### config.mk
export PLATFORM = sky130hd
export DESIGN_NAME = pad_func_mux
export DESIGN_NICKNAME = d
export VERILOG_FILES = /design/src/rtl/pad_func_mux.sv
export SDC_FILE = /design/constraint.sdc
export NUM_CORES = 1
export LEC_CHECK = 0
export ABC_AREA = 1
export BUFFER_PORTS_ARGS = -buffer_cell sky130_fd_sc_hd__buf_4
export CORE_MARGIN = 2
export CORE_UTILIZATION = 25
export CTS_CLUSTER_DIAMETER = 120
export CTS_CLUSTER_SIZE = 25
export DETAILED_ROUTE_END_ITERATION = 7
export GPL_TIMING_DRIVEN = 0
export PLACE_DENSITY_LB_ADDON = 0.12
export SETUP_SLACK_MARGIN = 0.02
export SYNTH_ARGS = -nofsm -noshare
export SYNTH_HDL_FRONTEND = slang
export SYNTH_SLANG_ARGS = --single-unit
### constraint.sdc
create_clock -name clk -period 1.8 [get_ports clk]
set_input_delay 0.09 -clock clk [delete_from_list [all_inputs] [get_ports clk]]
set_output_delay 0.09 -clock clk [all_outputs]
set_load 0.005 [all_outputs]
### src/rtl/pad_func_mux.sv
module pad_func_mux #(
  parameter int N_CELLS = 4,
  parameter int N_PF    = 4,
  parameter int SEL_W   = 2,
  parameter int ADDR_W  = 8,
  parameter int DATA_W  = 32,
  parameter int IDX_LO  = 2,
  parameter int IDX_W   = 4,
  parameter logic [2*N_PF-1:0] PF_KIND = 8'b10_00_01_10
) (
  input  logic               clk,
  input  logic               rst_n,
  input  logic               wr_en,
  input  logic               rd_en,
  input  logic [ADDR_W-1:0]  addr,
  input  logic [DATA_W-1:0]  wdata,
  output logic               wr_err,
  output logic [DATA_W-1:0]  rd_data,
  output logic               rd_err,
  input  logic [N_CELLS-1:0] cell_in,
  output logic [N_CELLS-1:0] cell_out,
  output logic [N_CELLS-1:0] cell_oe,
  output logic [N_CELLS-1:0] gpio_in,
  input  logic [N_CELLS-1:0] gpio_out,
  input  logic [N_CELLS-1:0] gpio_oe,
  output logic [N_PF-1:0]    pf_in,
  input  logic [N_PF-1:0]    pf_out,
  input  logic [N_PF-1:0]    pf_oe
);
  localparam int NCH = 1 << SEL_W;

  function automatic logic [NCH-1:0] fmask(int c, int f);
    logic [NCH-1:0] m;
    m = '0;
    for (int s = 1; s < NCH; s++)
      if ((c + s - 1) % N_PF == f) m[s] = 1'b1;
    return m;
  endfunction

  logic [SEL_W-1:0]  sel_q [N_CELLS];
  logic [IDX_W-1:0]  a_idx;
  logic [N_CELLS-1:0] ahit;
  logic              a_ok;
  logic [SEL_W-1:0]  rd_pick;
  logic [N_PF-1:0]   want [N_CELLS];

  assign a_idx  = addr[IDX_LO +: IDX_W];
  assign a_ok   = |ahit;
  assign wr_err = wr_en & ~a_ok;
  assign rd_err = rd_en & ~a_ok;

  always_comb begin
    rd_pick = '0;
    for (int c = 0; c < N_CELLS; c++)
      if (ahit[c]) rd_pick = sel_q[c];
  end

  assign rd_data = (rd_en && a_ok) ? {{(DATA_W-SEL_W){1'b0}}, rd_pick} : '0;

  for (genvar c = 0; c < N_CELLS; c++) begin : g_cell
    logic [NCH-1:0] opt_o, opt_e, hit_s;

    assign ahit[c] = (a_idx == IDX_W'(c));

    always_ff @(posedge clk or negedge rst_n)
      if (!rst_n)                 sel_q[c] <= '0;
      else if (wr_en && ahit[c])  sel_q[c] <= wdata[SEL_W-1:0];

    assign opt_o[0] = gpio_out[c];
    assign opt_e[0] = gpio_oe[c];
    assign hit_s[0] = (sel_q[c] == '0);

    for (genvar s = 1; s < NCH; s++) begin : g_ch
      localparam int F = (c + s - 1) % N_PF;
      localparam logic [1:0] K = PF_KIND[2*F +: 2];
      assign hit_s[s] = (sel_q[c] == SEL_W'(s));
      assign opt_o[s] = (K == 2'd1 || K == 2'd2) ? pf_out[F] : 1'b0;
      assign opt_e[s] = (K == 2'd1) ? 1'b1 : (K == 2'd2) ? pf_oe[F] : 1'b0;

      if (K == 2'd0) begin : g_inonly

        input_only_quiet_chk: assert property (@(posedge clk) disable iff (!rst_n)
          sel_q[c] == SEL_W'(s) |-> !cell_oe[c] && !cell_out[c]);
      end
      if (K == 2'd1) begin : g_outonly

        output_only_drive_chk: assert property (@(posedge clk) disable iff (!rst_n)
          sel_q[c] == SEL_W'(s) |-> cell_oe[c] && cell_out[c] == pf_out[F]);
      end
    end

    for (genvar f = 0; f < N_PF; f++) begin : g_want
      localparam logic [NCH-1:0] M = fmask(c, f);
      assign want[c][f] = |(hit_s & M);
    end

    assign cell_out[c] = opt_o[sel_q[c]];
    assign cell_oe[c]  = opt_e[sel_q[c]];
    assign gpio_in[c]  = cell_in[c] & hit_s[0];


    gpio_in_idle_chk: assert property (@(posedge clk) disable iff (!rst_n)
      sel_q[c] != '0 |-> !gpio_in[c]);

    sel_write_take_chk: assert property (@(posedge clk) disable iff (!rst_n)
      wr_en && ahit[c] |=> sel_q[c] == $past(wdata[SEL_W-1:0]));

    sel_write_hold_chk: assert property (@(posedge clk) disable iff (!rst_n)
      wr_en && !a_ok |=> $stable(sel_q[c]));
  end

  for (genvar f = 0; f < N_PF; f++) begin : g_pf
    localparam logic [1:0] K = PF_KIND[2*f +: 2];
    logic v;
    always_comb begin
      v = 1'b0;
      for (int c = N_CELLS - 1; c >= 0; c--)
        if (want[c][f]) v = cell_in[c];
    end
    assign pf_in[f] = (K == 2'd0 || K == 2'd2) ? v : 1'b0;

    if (K == 2'd1 || K == 2'd3) begin : g_noin

      pf_in_unused_chk: assert property (@(posedge clk) disable iff (!rst_n)
        !pf_in[f]);
    end
  end


  rd_bad_index_chk: assert property (@(posedge clk) disable iff (!rst_n)
    rd_en && !a_ok |-> rd_err && rd_data == '0);

  rd_width_chk: assert property (@(posedge clk) disable iff (!rst_n)
    rd_data[DATA_W-1:SEL_W] == '0);
endmodule

[Yosys cells after proc, flatten, opt, wreduce, memory -nomap -nowiden]
Index checks and enable logic that the tools add are counted.
W data, S select, Z words.
Storage, ports and cells
  register bits: 8
  word-level logic and storage cells: 68
  output and inout bits: 50
Operators by class
  order comparisons: 4
  muxes and demuxes: 30
  reductions and logical operators: 11
  eq/ne operators: 12
  bitwise operators: 7
Operators by type and width (number)
  $mux W1: 17
  $bmux W1 S2: 8
  $eq A2 B2 Y1 const B: 6
  $lt A2 B3 Y1 const B: 4
  $mux W2: 5
  $eq A4 B2 Y1 const B: 2
  $logic_not A2 Y1: 4
  $and A1 B1 Y1: 6
  $eq A2 B1 Y1 const B: 3
  $logic_and A1 B1 Y1: 5
  $eq A4 B1 Y1 const B: 1
  $logic_not A4 Y1: 1
  $reduce_or A4 Y1: 1
  $not A1 Y1: 1

[Longest topological paths before layout]
Gate-level depths: netlist of the first run.
  word-level depth: 6
  mapped depth: 7
  gate-level depth less buffers: 6

[Least setup slack after synthesis of the first run]
OpenSTA, ideal clock, no wires.
  kind: register to output
  start: reg sel_q[4] in the netlist's numbering
  end: out pf_in[2]
  data required time: 1.710 ns
  cell stages (with the launch flop): 8
  arrival: 0.937 ns
  setup slack: 0.773 ns
  buffers on the path: 2
  path through: dfrtp_1 -> clkbuf_2 -> nor2_1 -> nand2_1 -> o21ai_0 -> o21ai_0 -> nand2_1 -> buf_4
Between the ends
  word-level cells in the longest chain between the ends: 3
RTL lines
  from (decl): RTL line 40  | logic [SEL_W-1:0] sel_q [N_CELLS];
  from (signal, indexed assignment): RTL line 67  | else if (wr_en && ahit[c]) sel_q[c] <= wdata[SEL_W-1:0];
  $eq A2 B2 Y1: RTL line 76  | assign hit_s[s] = (sel_q[c] == SEL_W'(s));
  $mux W1 (2 in series): RTL line 118  | if (want[c][f]) v = cell_in[c];
  to (decl): RTL line 26  | output logic [N_PF-1:0] pf_in,
Every way passes these cells.

[Final worst setup path of the first run]
  start: reg sel_q[5] in the netlist's numbering
  end: out pf_in[2]
The elaborated chain is that of the path after synthesis.

==> key figures, run 1 <==
Global routing
  – Pin count of the biggest net entering global routing: 11
  – Total global routing overflow: 0
  – Most Crowded Layer GR: met2
  – Vias in the first global route: 969
  – GRT Total Usage: 0.116
  – Met1 usage: 0.148
  – Initial antenna violation count: 0
  – M3 GR Usage: 0.0230
  – First-pass GRT wire length: 4100 um
  – Grt met2 use: 0.203

Route
  – Via count: between 1k and 1.5k
  – DR iter-0 viols: 61
  – WL per Instance: 9.17 um
  – Via-per-instance ratio: about 4
  – Post-DRT Antenna Nets: 0
  – DRT Pass-1 Iters: 4
  – DRT Wirelength: approximately 2700 um
  – Drt drc: 0

Critical path
  – WP data required: approximately 1.7 ns
  – CP max FO: 5
  – Data arrival time of the critical path: 1.45 ns
  – Worst setup EP type: output pin
  – CP Class: reg2out
  – CP Launch Type: flop

Pwr
  – Sw Share: 0.365
  – Int Pwr: between 600 and 700 uW
  – Seq pwr share: 0.268
  – Switching pwr: 387 uW
  – Worst vdd ir: 0.211 mV
  – P per Cell Area: 662 mW/mm2
  – Clock power share: 0.193
  – Comb power frac: 0.538
  – Total Power: approximately 1100 uW
  – Leak: 0.000886 uW

Logic synthesis
  – Mapped Cells: approximately 170
  – EDFF count, synth: 0
  – Most common cell in the netlist: buf_4
  – Yosys warns: 0
  – Mean Syn Cell Area: roughly 6.2 um2
  – Synth cell types: 20
  – Register area share after synthesis: 0.193
  – Post-synth top area share: 0.247
  – Post-synth top cells: buf_4, nand2_1, nand3_1
  – Dominant synthesized flop cell: dfrtp_1
  – Cells taking the most area after synthesis: buf_4, dfrtp_1, nand2_1, nand3_1, o21ai_0
  – Area leader, netlist: buf_4
  – Share of flip-flops with an asynchronous set or reset: 1.00
  – Synth Register Bits: 8
  – Mapped Area: 0.00103 mm2

CTS
  – Worst-path clk slew: around 0.04 ns
  – CTS buffer count: 3
  – CTS tree: done
  – Clk_lat worst skew: 0.22 ns
  – Clock Sinks: 8
  – Post-CTS Setup Inserts: 0
  – Htree depth: 1
  – Cts repair resizes: 0
  – CTS max path bufs: 2
  – Clock root buffer: clkbuf_8

Timing
  – Hold Vio Cnt, Final: 0
  – Min Tclk post-route: approximately 1.5 ns
  – Max Clock Freq: about 650 MHz
  – Fin crit share: 0.858
  – Final setup violation count: 0
  – Clock Skew: 0 ns
  – Setup TNS: 0 ns
  – RSZ-0062 raised after global routing: false
  – Slew Limit Fails: 0

Cells and area
  – Post-layout util: 0.400
  – Area Growth Syn to Fin: 54.5%
  – Nets: about 310
  – N_diodes: 0
  – Top reg by flops: sel_q
  – Fin area: 0.00160 mm2
  – Share of cells above drive strength 1: 0.380
  – Number of flip-flops in the largest register: 8
  – Largest regs: sel_q: 8 flops

Place
  – Dpl hpwl: 2430 um
  – Port bufs: 45
  – GPL Wtd Cong: between 0.7 and 0.8
  – Placed inst area: roughly 0.0015 mm2

Floorplan
  – Core area: about 0.004 mm2
  – Die area: ~0.0047 mm2
  – Top-Level Pins: around 110
  – Starting Density: 0.259
  – Die Ht: ~68 um
  – Die Wd: about 70 um
  – Row count: 23

Flow run
  – Max-capacitance violation count: 0

Hold path
  – Min-Delay Path Class: in2reg

Status
  – Status: completed
-- layout by cell type (no fill, tap or decap), types with 3 or more instances in the layout --
master    Yosys  layout
inv_1        15      15
dfrtp_1       8       8
nand2_1      33      33
nor2_2        5       5
nor2_1       17      17
a21oi_1       3       3
nand3_1      19      19
nor3b_1       3       3
buf_4        34      79
conb_1        1      31
o21ai_0      15      15
clkbuf_8      0       3
-- area by class of cell --
type,count,area [um2]
plain buffers,36,272
clock buffers,3,41.3
fillers,458,2400
inverters,16,60.1
multi-input cells,136,616
flip-flops and latches,8,200
well taps,50,62.6
repair buffers,46,348
-- cells by family (layout without fill, tap and decap cells) --
kind of cell / count (synthesis) / in the layout / share of synthesized area
AND/OR/NAND/NOR: 83 / 83 / 0.369
buffers and inverters: 52 / 101 / 0.320
AO/OA/AOI/OAI: 22 / 22 / 0.114
flip-flops: 8 / 8 / 0.193
other: 1 / 31 / 0.00362
-- power groups by stage --
| stage | Clock (uW) | Sequential [uW] | Combinational [uW] |
|---|---|---|---|
| after floorplan | 0 | 268 | 328 |
| after global placement | 0 | 287 | 572 |
| after detailed placement | 0 | 286 | 575 |
| after CTS | 210 | 284 | 578 |
| after global routing | 222 | 295 | 643 |
| final | 205 | 284 | 570 |
-- critical path: stages, from the launching register on --
cell and delay (ns):
dfrtp_1 0.42, inv_1 0.15, nor2_1 0.07, o21ai_0 0.22, o21ai_0 0.13, nand2_1 0.07
buf_4 0.09, buf_4 0.09
-- metal layers --
layer	routed length (um)	up-vias
li1	-	630
met5	0	-
met4	0	0
met1	1160	478
met2	1310	42
met3	236	0
-- worst paths after layout --
kind | start | to | slack (ns) | depth (start not counted)
max in group asynchronous | rst_n | sel_q[5] | 1.45 | 2
hold reg to reg | sel_q[2] | sel_q[2] | 0.68 | 2
hold / removal | wdata[1] | sel_q[3] | 0.12 | 3
setup / recovery | sel_q[5] | pf_in[2] | 0.26 | 7
min in group asynchronous | rst_n | sel_q[7] | 0.23 | 2
setup reg to reg | sel_q[7] | sel_q[7] | 0.93 | 2
-- metrics by stage --
| step | instances | setup slack, ns | hold WS (ns) |
|---|---|---|---|
| floorplan | 196 | 0.773 | -0.206 |
| global placement | 291 | 0.445 | -0.0868 |
| detailed placement | 291 | 0.458 | -0.0864 |
| CTS | 295 | 0.220 | 0.119 |
| global route | 295 | 0.105 | 0.139 |
| finish | 295 | 0.255 | 0.118 |
-- what timing repair did --
item / in CTS / in global routing
endpoints found under the hold margin: 8 / 0
setup endpoints to repair: 0 / 0
hold buffers: 1 / 0
Power figures use the tool's default switching activity.
==> run 2: changes to the inputs <==
--- a/config.mk
+++ b/config.mk
@@ -13,6 +13,7 @@
 export CTS_CLUSTER_SIZE = 25
 export DETAILED_ROUTE_END_ITERATION = 7
 export GPL_TIMING_DRIVEN = 0
+export HOLD_SLACK_MARGIN = 0.08
 export PLACE_DENSITY_LB_ADDON = 0.12
 export SETUP_SLACK_MARGIN = 0.02
 export SYNTH_ARGS = -nofsm -noshare
==> constraint.sdc (replaced) <==
create_clock -name clk -period 1.58 [get_ports clk]
set_input_delay 0.079 -clock clk [delete_from_list [all_inputs] [get_ports clk]]
set_output_delay 0.079 -clock clk [all_outputs]
set_load 0.005 [all_outputs]
==> key figures, run 2 (synthesized netlist as in run 1, its figures left out) <==
Floorplan
  – Core area: 0.00400 mm2 (unchanged)
  – Die area: 0.00467 mm2 (unchanged)
  – Row count: 23 (unchanged)
  – Die Ht: 68.3 um (unchanged)
  – Die Wd: 68.3 um (unchanged)
  – Starting Density: 0.259 (unchanged)
  – Top-Level Pins: 114 (unchanged)

Route
  – DR iter-0 viols: 78 (+28%)
  – Post-DRT Antenna Nets: 0 (unchanged)
  – Via-per-instance ratio: 3.87 (-0.76%)
  – Drt drc: 0 (unchanged)
  – Via count: 1149 (-0.087%)
  – DRT Wirelength: 2730 um (+0.78%)
  – DRT Pass-1 Iters: 4 (unchanged)
  – WL per Instance: 9.18 um (about the same)

Timing
  – Min Tclk post-route: ~1.5 ns
  – Slew Limit Fails: 0 (unchanged)
  – Hold Vio Cnt, Final: 0 (unchanged)
  – RSZ-0062 raised after global routing: false
  – Hold slack: 0.107 ns (-0.0110 ns)
  – Clock Skew: 0 ns (unchanged)
  – Fin crit share: 0.922
  – Max Clock Freq: a little under 700 MHz
  – Setup TNS: 0 ns (unchanged)
  – Final setup violation count: 0 (unchanged)

Critical path
  – Worst Reg-to-Reg Cells: 2 (unchanged)
  – WP data required: 1.50 ns (-0.21 ns)
  – Data arrival time of the critical path: 1.38 ns (-0.07 ns)
  – CP max FO: 8 (+3)
  – Worst setup EP type: output pin
  – CP Launch Type: flop
  – CP Class: reg2out

Hold path
  – Worst hold stages: 3 (unchanged)
  – Min-Delay Path Class: in2reg

CTS
  – Worst-path clk slew: 0.04 ns (about the same)
  – Htree depth: 1 (unchanged)
  – CTS max path bufs: 2 (unchanged)
  – CTS buffer count: 3 (unchanged)
  – CTS tree: done
  – Clk_lat worst skew: 0.22 ns (about the same)
  – Clock root buffer: clkbuf_8
  – Clock Sinks: 8 (unchanged)

Global routing
  – Pin count of the biggest net entering global routing: 11 (unchanged)
  – Total global routing overflow: 0 (unchanged)
  – GRT Total Usage: 0.116 (unchanged)
  – Vias in the first global route: 969 (unchanged)
  – First-pass GRT wire length: 4100 um (unchanged)
  – Initial antenna violation count: 0 (unchanged)

Cells and area
  – Share of cells above drive strength 1: 0.401 (+0.0212)
  – Area Growth Syn to Fin: 56.6%
  – N_diodes: 0 (unchanged)
  – Fin area: 0.00162 mm2 (+1.3%)
  – Post-layout util: 0.405 (+0.00532)
  – Nets: 313 (+0.64%)
  – Commonest non-fill, non-tap cells in the layout: buf_4, nand2_1, conb_1
  – Commonest non-fill, non-tap cell in the layout: buf_4
  – Top reg by flops: sel_q
  – Number of flip-flops in the largest register: 8 (unchanged)
  – Largest regs: sel_q: 8 flops

Status
  – Status: completed

Place
  – Placed inst area: 0.00155 mm2 (unchanged)
  – GPL Wtd Cong: 0.722 (unchanged)
  – Port bufs: 45 (unchanged)
  – Dpl hpwl: 2430 um (unchanged)

Pwr
  – P per Cell Area: 763 mW/mm2 (+15%)
  – Total Power: 1240 uW (+17%)
  – Leak: 0.000894 uW (+0.88%)
  – Worst vdd ir: 0.244 mV (+16%)

Flow run
  – Max-capacitance violation count: 0 (unchanged)
run 2: repair_timing:
action                                  in CTS  in global routing
buffers inserted                             0                  2
pin swaps                                    0                  0
gates cloned                                 0                  0
endpoints found under the hold margin        8                  0
endpoints found under the setup margin       1                  2
gates resized for setup                      1                  4
hold buffers                                 1                  0
run 2: metal layers:
metal  share of wire  vias to the layer above  GRT usage
met3           0.087                        0     0.0230
li1                -                      631          -
met2            0.48                       42      0.203
met1            0.43                      476      0.148
met5               0                        -          0
met4               0                        0     0.0225
run 2: through the flow:
step	cells	worst slack, ns
floorplan	196	0.564
global placement	291	0.236
detailed placement	291	0.249
CTS	295	0.0267
global route	297	0.0391
finish	297	0.123
run 2: final timing paths:
check	start	end	slack (ns)
min in group asynchronous	rst_n	sel_q[7]	0.21
worst max-delay path	sel_q[4]	pf_in[2]	0.12
max in group asynchronous	rst_n	sel_q[0]	1.23
worst min-delay path	wdata[1]	sel_q[3]	0.11
worst min register to register	sel_q[3]	sel_q[3]	0.64
worst max register to register	sel_q[0]	sel_q[0]	0.71
run 2: layout make-up:
type / instances / area (um2)
Fill cell: 457 / 2380
Multi-Input combinational cell: 136 / 621
Timing Repair Buffer: 48 / 363
Buffer: 36 / 272
Sequential cell: 8 / 201
Tap cell: 50 / 62.6
Inverter: 16 / 60.1
Clock buffer: 3 / 41.3
run 2: worst max-delay path, cell delays in order, from the launching register on:
cell and delay (ns):
dfrtp_1 0.34, clkbuf_2 0.17, nor2_2 0.14, nand2_1 0.05, o21ai_1 0.09, o21ai_0 0.11
nand2_1 0.06, buf_4 0.09, buf_4 0.09
run 2: where the power goes:
| part | total (uW) | switching, uW | leakage, uW | internal, uW |
|---|---|---|---|---|
| logic | 678 | 314 | 0.000778 | 364 |
| registers | 326 | 69.3 | 0.0000944 | 256 |
| clock network | 233 | 69.3 | 0.0000216 | 164 |
==> run 3: changes to the inputs <==
--- a/config.mk
+++ b/config.mk
@@ -14,7 +14,7 @@
 export DETAILED_ROUTE_END_ITERATION = 7
 export GPL_TIMING_DRIVEN = 0
 export HOLD_SLACK_MARGIN = 0.08
-export PLACE_DENSITY_LB_ADDON = 0.12
+export RECOVER_POWER = 100
 export SETUP_SLACK_MARGIN = 0.02
 export SYNTH_ARGS = -nofsm -noshare
 export SYNTH_HDL_FRONTEND = slang
==> key figures, run 3 (synthesized netlist as in run 1, its figures left out) <==
Global routing
  – GRT Total Usage: 0.113 (-0.00347)
  – First-pass GRT wire length: 3950 um (-3.7%)
  – Vias in the first global route: 971 (+0.21%)
  – Pin count of the biggest net entering global routing: 11 (unchanged)
  – Initial antenna violation count: 0 (unchanged)
  – Total global routing overflow: 0 (unchanged)

Place
  – Dpl hpwl: 2280 um (-5.9%)
  – Port bufs: 45 (unchanged)
  – GPL Wtd Cong: 0.743 (+2.9%)
  – Placed Cells: 291 (unchanged)

Pwr
  – Leak: 0.000884 uW (-1.1%)
  – P per Cell Area: 765 mW/mm2 (+0.24%)
  – Worst vdd ir: 0.232 mV (-4.9%)

Cells and area
  – Number of flip-flops in the largest register: 8 (unchanged)
  – Final Non-Filler Cells: 296 (-0.34%)
  – N_diodes: 0 (unchanged)
  – Commonest non-fill, non-tap cells in the layout: buf_4, nand2_1, conb_1
  – Top reg by flops: sel_q
  – Area Growth Syn to Fin: 55.1%
  – Nets: 312 (-0.32%)
  – Share of cells above drive strength 1: 0.382 (-0.0187)
  – Largest regs: sel_q: 8 flops
  – Commonest non-fill, non-tap cell in the layout: buf_4

Timing
  – Final setup violation count: 0 (unchanged)
  – Setup TNS: 0 ns (unchanged)
  – Clock Skew: 0 ns (unchanged)
  – Slew Limit Fails: 0 (unchanged)
  – Hold Vio Cnt, Final: 0 (unchanged)
  – Min Tclk post-route: 1.46 ns (+0.00244 ns)
  – Max Clock Freq: 685 MHz (-0.17%)
  – Fin crit share: 0.924 (+0.00155)
  – RSZ-0062 raised after global routing: false

Critical path
  – CP Launch Type: flop
  – CP Capture Point: pf_in[2]
  – CP Class: reg2out
  – Worst Reg-to-Reg Cells: 2 (unchanged)
  – Reg-to-Reg Start: sel_q[6]
  – Crit. Startpoint: sel_q[3]
  – WP data required: 1.50 ns (about the same)
  – RR Endpoint: sel_q[6]
  – Worst setup EP type: output pin
  – CP max FO: 5 (-3)
  – Data arrival time of the critical path: 1.38 ns (about the same)
  – R2r setup slk: 0.73 ns (+0.02 ns)

CTS
  – Clock root buffer: clkbuf_8
  – CTS buffer count: 3 (unchanged)
  – Clk_lat worst skew: 0.22 ns (about the same)
  – CTS tree: done
  – Worst-path clk slew: 0.04 ns (about the same)
  – CTS max path bufs: 2 (unchanged)
  – Htree depth: 1 (unchanged)
  – Clock Sinks: 8 (unchanged)

Route
  – DRT Pass-1 Iters: 4 (unchanged)
  – WL per Instance: 8.76 um (-4.6%)
  – Drt drc: 0 (unchanged)
  – Via count: 1176 (+2.3%)
  – DRT Wirelength: 2590 um (-4.9%)
  – DR iter-0 viols: 38 (-51%)
  – Post-DRT Antenna Nets: 0 (unchanged)
  – Via-per-instance ratio: 3.97 (+2.7%)

Floorplan
  – Row count: 23 (unchanged)
  – Die area: 0.00467 mm2 (unchanged)
  – Starting Density: 0.259 (unchanged)
  – Core area: 0.00400 mm2 (unchanged)
  – Die Wd: 68.3 um (unchanged)
  – Die Ht: 68.3 um (unchanged)
  – Top-Level Pins: 114 (unchanged)

Status
  – Status: completed

Flow run
  – Max-capacitance violation count: 0 (unchanged)

Hold path
  – Min-Delay Path Class: in2reg
## run 3: cell types whose count changed in the layout (fill, tap and decap cells not counted), sizes merged
cell | before | now
clkbuf | 4 | 14
buf | 82 | 71
## run 3: critical path, stage by stage, from the launching register on
cell	delay, ns
dfrtp_1	0.41
inv_1	0.14
nand3_1	0.08
o21ai_1	0.16
o21ai_1	0.09
nand2_1	0.06
buf_4	0.09
clkbuf_4	0.12
## run 3: cell type report
class	count	area, um2
Multi-Input combinational cell	136	616
Timing Repair Buffer	47	352
Inverter	16	60.1
Clock buffer	3	41.3
Buffer	36	274
Tap cell	50	62.6
Fill cell	434	2390
Sequential cell	8	200
## run 3: per-stage QoR
stage / hold slack, ns / setup WS, ns / power (uW) / utilization / cell area [um2]
3_5_place_dp: -0.103 / 0.254 / 972 / 0.387 / 1550
6_report: 0.0973 / 0.121 / 1230 / 0.401 / 1610
4_1_cts: 0.0989 / 0.0718 / 1210 / 0.400 / 1600
5_1_grt: 0.105 / 0.0168 / 1350 / 0.401 / 1610
3_3_place_gp: -0.103 / 0.225 / 972 / 0.387 / 1550
2_1_floorplan: -0.217 / 0.564 / 679 / - / 1150
## run 3: worst min-delay path by stage
stage,start,endpoint,slack [ns],cells past startpoint
after floorplan,rst_n,sel_q[0],-0.22,0
after global placement,rst_n,sel_q[7],-0.10,1
after detailed placement,rst_n,sel_q[7],-0.10,1
after CTS,wdata[0],sel_q[4],0.1,3
after global routing,wdata[0],sel_q[2],0.10,3
final,wdata[1],sel_q[5],0.1,3
## run 3: report_power, final
group / switching [uW] / leakage (uW) / total [uW] / internal, uW
clock network: 72.4 / 0.0000216 / 237 / 164
logic: 314 / 0.000767 / 669 / 355
registers: 67.8 / 0.0000955 / 323 / 255
## run 3: metal layers
layer	up-vias	wire length, um	global-route usage
met5	-	0	0
met4	0	27	0.0600
met3	3	277	0.0214
met2	55	1120	0.182
met1	487	1170	0.141
li1	631	-	-
## run 3: what timing repair did
action / 4_1_cts / 5_1_grt
hold buffers: 1 / 0
endpoints found under the setup margin: 1 / 2
pin swaps: 0 / 0
resized for setup: 1 / 8
buffers inserted: 0 / 1
endpoints found under the hold margin: 8 / 0
